### config.mk
export PLATFORM = sky130hd
export DESIGN_NAME = cfgrom_stream
export DESIGN_NICKNAME = d
export VERILOG_FILES = /design/src/rtl/cfgrom_pkg.sv /design/src/rtl/cfgrom_ctrl.sv /design/src/rtl/cfgrom_seq.sv /design/src/rtl/cfgrom_store.sv /design/src/rtl/cfgrom_stream.sv
export SDC_FILE = /design/constraint.sdc
export NUM_CORES = 2
export LEC_CHECK = 0
export BUFFER_PORTS_ARGS = -buffer_cell sky130_fd_sc_hd__buf_2
export CORE_MARGIN = 5
export CORE_UTILIZATION = 58
export CTS_CLUSTER_DIAMETER = 150
export DETAILED_ROUTE_END_ITERATION = 12
export MAX_ROUTING_LAYER = met4
export PLACE_DENSITY = 0.77
export SLEW_MARGIN = 20
export SYNTH_ARGS = -nofsm -noshare
export SYNTH_HDL_FRONTEND = slang
export SYNTH_SLANG_ARGS = --single-unit
### constraint.sdc
create_clock -name cfg_clk -period 2.88 [get_ports cfg_clk]
set_input_delay 0.576 -clock cfg_clk [delete_from_list [all_inputs] [get_ports cfg_clk]]
set_output_delay 0.576 -clock cfg_clk [all_outputs]
set_load 0.005 [all_outputs]
### src/rtl/cfgrom_pkg.sv
// Shared definitions for the serial configuration memory.
// Assumes: nothing beyond IEEE 1800-2017 packages.
package cfgrom_pkg;

    // Operating mode decoded from the control pins.
    typedef enum logic [1:0] {
        CR_HOLD = 2'd0,   // reset active: counter cleared, output released
        CR_RUN  = 2'd1,   // streaming: one bit per clock
        CR_PARK = 2'd2    // standby: everything frozen, output released
    } cr_mode_e;

endpackage

### src/rtl/cfgrom_ctrl.sv
// Control decode: turns the shared reset/output-enable pin and the standby
// pin into one operating mode. It also produces the output drive enable and
// the preload permission.
// Assumes: reset takes priority over standby; polarity is fixed at build.
module cfgrom_ctrl
    import cfgrom_pkg::*;
#(
    parameter bit RST_ACTIVE_HIGH = 1'b0
) (
    input  logic     rst_oe,
    input  logic     standby,
    output cr_mode_e mode,
    output logic     drive_en,
    output logic     load_ok
);

    logic rst_act;

    // Polarity variant of the shared pin, selected by parameter.
    generate
        if (RST_ACTIVE_HIGH) begin : g_pol_high
            assign rst_act = rst_oe;
        end else begin : g_pol_low
            assign rst_act = ~rst_oe;
        end
    endgenerate

    // Mode priority: reset over standby over run.
    always_comb begin
        if (rst_act) begin
            mode = CR_HOLD;
        end else if (standby) begin
            mode = CR_PARK;
        end else begin
            mode = CR_RUN;
        end
    end

    // The pin is driven only while streaming; preload is accepted only in reset.
    always_comb begin
        drive_en = (mode == CR_RUN);
        load_ok  = (mode == CR_HOLD);
    end

endmodule

### src/rtl/cfgrom_seq.sv
// Address sequencer: a saturating read pointer plus a flag. The flag marks
// that the bit at the terminal count has already been delivered.
// Assumes: DEPTH >= 2; mode comes from cfgrom_ctrl and is applied synchronously.
module cfgrom_seq
    import cfgrom_pkg::*;
#(
    parameter int DEPTH = 2048,
    localparam int AW = $clog2(DEPTH)
) (
    input  logic          clk,
    input  cr_mode_e      mode,
    output logic [AW-1:0] addr,
    output logic          past_end
);

    localparam logic [AW-1:0] TC = AW'(DEPTH - 1);

    // Pointer update: clear in reset, step while running, freeze at the end or in standby.
    always_ff @(posedge clk) begin
        case (mode)
            CR_HOLD: begin
                addr     <= '0;
                past_end <= 1'b0;
            end
            CR_RUN: begin
                if (!past_end) begin
                    if (addr == TC) begin
                        past_end <= 1'b1;
                    end else begin
                        addr <= addr + 1'b1;
                    end
                end
            end
            default: begin
                addr     <= addr;
                past_end <= past_end;
            end
        endcase
    end

endmodule

### src/rtl/cfgrom_store.sv
// Bit store: a DEPTH-bit array with a write port that only accepts writes when
// it is allowed, and a combinational read port.
// Assumes: out-of-range write indices are dropped.
module cfgrom_store #(
    parameter int DEPTH = 2048,
    localparam int AW = $clog2(DEPTH)
) (
    input  logic          clk,
    input  logic          wr_allow,
    input  logic          wr_en,
    input  logic [AW-1:0] wr_addr,
    input  logic          wr_bit,
    input  logic [AW-1:0] rd_addr,
    output logic          rd_bit
);

    logic [DEPTH-1:0] bits;

    // Preload write, gated by permission and range.
    always_ff @(posedge clk) begin
        if (wr_en && wr_allow && (int'(wr_addr) < DEPTH)) begin
            bits[wr_addr] <= wr_bit;
        end
    end

    // Read the bit under the pointer.
    always_comb begin
        rd_bit = bits[rd_addr];
    end

endmodule

### src/rtl/cfgrom_stream.sv
// Top level of the serial configuration memory. It joins the control decode,
// the address sequencer and the bit store, and holds the registered output bit.
// Assumes: cfg_clk is the only clock; rst_oe acts synchronously on the
// registers and combinationally on the output enable.
module cfgrom_stream
    import cfgrom_pkg::*;
#(
    parameter int DEPTH           = 2048,
    parameter bit RST_ACTIVE_HIGH = 1'b0,
    localparam int AW = $clog2(DEPTH)
) (
    input  logic          cfg_clk,
    input  logic          rst_oe,
    input  logic          standby,
    input  logic          wr_en,
    input  logic [AW-1:0] wr_addr,
    input  logic          wr_bit,
    output logic          data_bit,
    output logic          data_oe
);

    cr_mode_e      mode;
    logic          drive_en;
    logic          load_ok;
    logic [AW-1:0] cur_addr;
    logic          past_end;
    logic          rd_bit;
    logic          data_q;

    cfgrom_ctrl #(
        .RST_ACTIVE_HIGH(RST_ACTIVE_HIGH)
    ) u_ctrl (
        .rst_oe  (rst_oe),
        .standby (standby),
        .mode    (mode),
        .drive_en(drive_en),
        .load_ok (load_ok)
    );

    cfgrom_seq #(
        .DEPTH(DEPTH)
    ) u_seq (
        .clk     (cfg_clk),
        .mode    (mode),
        .addr    (cur_addr),
        .past_end(past_end)
    );

    cfgrom_store #(
        .DEPTH(DEPTH)
    ) u_store (
        .clk     (cfg_clk),
        .wr_allow(load_ok),
        .wr_en   (wr_en),
        .wr_addr (wr_addr),
        .wr_bit  (wr_bit),
        .rd_addr (cur_addr),
        .rd_bit  (rd_bit)
    );

    // Output register: 1 in reset, next stored bit (or 1 past the end) when running.
    always_ff @(posedge cfg_clk) begin
        case (mode)
            CR_HOLD: data_q <= 1'b1;
            CR_RUN:  data_q <= past_end ? 1'b1 : rd_bit;
            default: data_q <= data_q;
        endcase
    end

    // Drive the output pins.
    always_comb begin
        data_bit = data_q;
        data_oe  = drive_en;
    end

endmodule

==> run metrics <==
WHS 0.1649 ns; IO buf count 17; register bit total from synthesis 2,061; syn nets 6,189; DRT Pass-1 Iters 6; Top-Level Pins 18; placed cell area 95,180 sq um; clk root buf clkbuf_16; Detail Route Antenna Nets 0; Post-DP HPWL 133,600 microns; Pwr Density 620.1 nW/um^2; Worst Path Required 3.47 ns; RSZ-0062 raised after global routing yes; sequential-to-total area share from yosys stat 68.79%; count of final setup violators 1; worst setup margin -0.6853 ns; worst reg2reg path endpoint data_bit$_SDFFCE_PN1P_; GRT Util Overall 32.66%; crit path from u_seq.addr[0]$_SDFFCE_PN0P_; Placer Congestion 0.8534; Die Y 403.8 microns; Slew Viols, Final 0; Syn Std Cell Area 89,960 sq um; reg2reg path depth 14; Max clock buf depth 3; routed wire length 259,100 microns; layout cells sized above 1 19.57%; # nets final 6,333; most frequent cells in the layout 2,086 x nor2_1, 2,061 x edfxtp_1, 398 x buf_4, 358 x mux4_2, 220 x mux2i_1; register share of total power 52.3%; crit start category flip-flop; Gate Count Post-Synth 6,172; Final Skew 0.03658 ns; first-pass GRT wire length 376,500 microns; Max-Cap Viols 0; total clock sinks 2,061; # DRC 0; Hold-fix buffers, CTS 0; synthesis-to-layout area growth 13.16%; Hold WC Path Type input port to flip-flop; Clk network pwr share 38.8%; DR vias/cell 6.735; CORE AREA 154,200 sq um; critical path type flip-flop to flip-flop; vias post-DR 57.46k; most common cell after layout, fill and taps aside nor2_1; r2r startpoint u_seq.addr[0]$_SDFFCE_PN0P_; Avg Inst Size Synth 14.58 sq um; Final Cycle Share 123.8%; synth top area cells edfxtp_1 69%, mux4_2 8.8%, nor2_1 8.7%; Leak Pwr 30.69 nW; effective utilization at floorplan 58.33%; warnings from Yosys 0; EDFF count, synth 2,061; GR Overflow Total 0; Synth top area share 68.79%; Internal 48.86 mW; fin area 101,800 sq um; area leader, netlist edfxtp_1; worst setup path end data_bit$_SDFFCE_PN1P_; Sw Share 22.60%; Post-synth top flop edfxtp_1; TritonCTS clock tree done; final hold vios 0; Worst EP arrival 4.15 ns; Worst-Margin Slew 0.8396 ns; number of DRC markers in iteration 0 9,255; DR WL/cell 30.36 microns; Die Footprint 163,100 sq um; FMAX 280.5 MHz; Worst-Skew Late Latency 0.84 ns; antenna violations before repair 10; Switch Pwr 14.26 mW; row cnt 144; min Tclk post-route 3.565 ns; Gate power share 8.9%; max_slew headroom 44.03%; Inserted Clock Buffers 195; failing checks negative setup slack; Die X 403.8 microns; # H-tree levels 4; Worst Path Max Fanout 11; Reg2Reg Setup Slack -0.69 ns; largest net degree at the start of global routing 163; Crit. End Element flip-flop; status complete, but fails checks; vias in the first global route 56.51k; Max IR drop VDD 698.1 uV; asr flop ratio synth 0%; clock slew at reported path FFs 0.06 ns; count of cell types in the netlist 73
[area by class of cell]
cell class                 count  area [sq um]
antenna                       13         32.53
clock buffer                 253          5182
clock inverter               103         767.0
fill                       10100         52430
inverter                       6         28.78
multi-input combinational   3494         25370
sequential                  2061         61890
tap                         2044          2557
timing repair buffer         558          5974
[how the worst min path moves through the flow]
stage / from / end / slack [ns] / cells past startpoint
after floorplan: u_seq.past_end$_DFFE_PP_ / data_bit$_SDFFCE_PN1P_ / 0.54 / 2
after global placement: u_seq.past_end$_DFFE_PP_ / data_bit$_SDFFCE_PN1P_ / 0.57 / 2
after detailed placement: u_seq.past_end$_DFFE_PP_ / data_bit$_SDFFCE_PN1P_ / 0.58 / 2
after CTS: standby / u_seq.past_end$_DFFE_PP_ / 0.12 / 2
after global routing: standby / data_bit$_SDFFCE_PN1P_ / 0.18 / 2
final: standby / data_bit$_SDFFCE_PN1P_ / 0.16 / 2
[state kept, by name, indices dropped and copies added, names as in the netlist]
register / cells
data_bit: 1
u_seq.addr: 11
u_seq.past_end: 1
u_store.bits: 2048
[critical path, cell delays in order (launching register included)]
cell and delay [ns]:
edfxtp_1 0.40, buf_6 0.16, buf_12 0.14, buf_12 0.15, buf_4 0.18, nor2_4 0.18
buf_4 0.20, a221oi_1 0.11, buf_4 0.18, a2111oi_1 0.52, o21ai_0 0.27, o211a_1 0.28
o211ai_1 0.23, a41oi_1 0.09, nand4bb_1 0.20
[cells in the mapped netlist (all sizes together) (41+ instances only)]
cell and n:
a22oi 76, a21oi 64, o22ai 48, nand3 62, buf 217, nand2 188
edfxtp 2061, mux4 438, nor2 2093, clkbuf 394, o221ai 41, mux2i 223
[timing repair]
action / 4_1_cts / 5_1_grt
setup buffers: 14 / 3
setup endpoints to repair: 1 / 12
gates resized for setup: 43 / 36
pin swaps: 14 / 17
gates cloned: 5 / 1
[through the flow]
stage / TNS [ns] / instances / setup WS [ns] / power, mW / util, %
3_5_place_dp: -0.6634 / 8142 / -0.6634 / 38.94 / 61.72
3_3_place_gp: -3.999 / 8142 / -0.7769 / 38.84 / 61.71
2_1_floorplan: 0 / 6172 / 0.1001 / 36.66 / -
4_1_cts: -0.5381 / 8517 / -0.5381 / 62.99 / 65.89
6_report: -0.6853 / 8532 / -0.6853 / 63.13 / 66.01
5_1_grt: -0.7021 / 8530 / -0.7021 / 64.71 / 66.00
[layer usage]
metal  share of wire, %  vias up  wire length (microns)  GRT usage (%)
met5                  0        -                      0              -
met4                6.1        0                  15700          16.55
met3                 15      987                  38220          8.535
met2                 47     4717                 121000          49.78
met1                 32    28680                  84120          41.11
li1                   -    23080                      -              -
[logic make-up (layout without fill, tap and decap cells)]
logic type | Yosys count | count (layout) | synth area share, %
flops | 2061 | 2061 | 68.79
fa+ha+maj | 1 | 1 | 0.01391
xor+xnor | 6 | 6 | 0.05841
simple gates | 2460 | 2460 | 10.70
mux | 664 | 664 | 13.84
compound gates | 363 | 363 | 2.797
buf+inv | 617 | 920 | 3.795
other cells | 0 | 13 | 0
[power by group through the flow]
| stage | sequential [mW] | combinational [mW] | clock (mW) |
|---|---|---|---|
| floorplan | 33.7 | 3.00 | 0 |
| global placement | 33.7 | 5.17 | 0 |
| detailed placement | 33.7 | 5.26 | 0 |
| CTS | 33.0 | 5.46 | 24.5 |
| global route | 33.0 | 5.82 | 25.9 |
| finish | 33.0 | 5.62 | 24.5 |
Power figures use the tool's default switching activity.
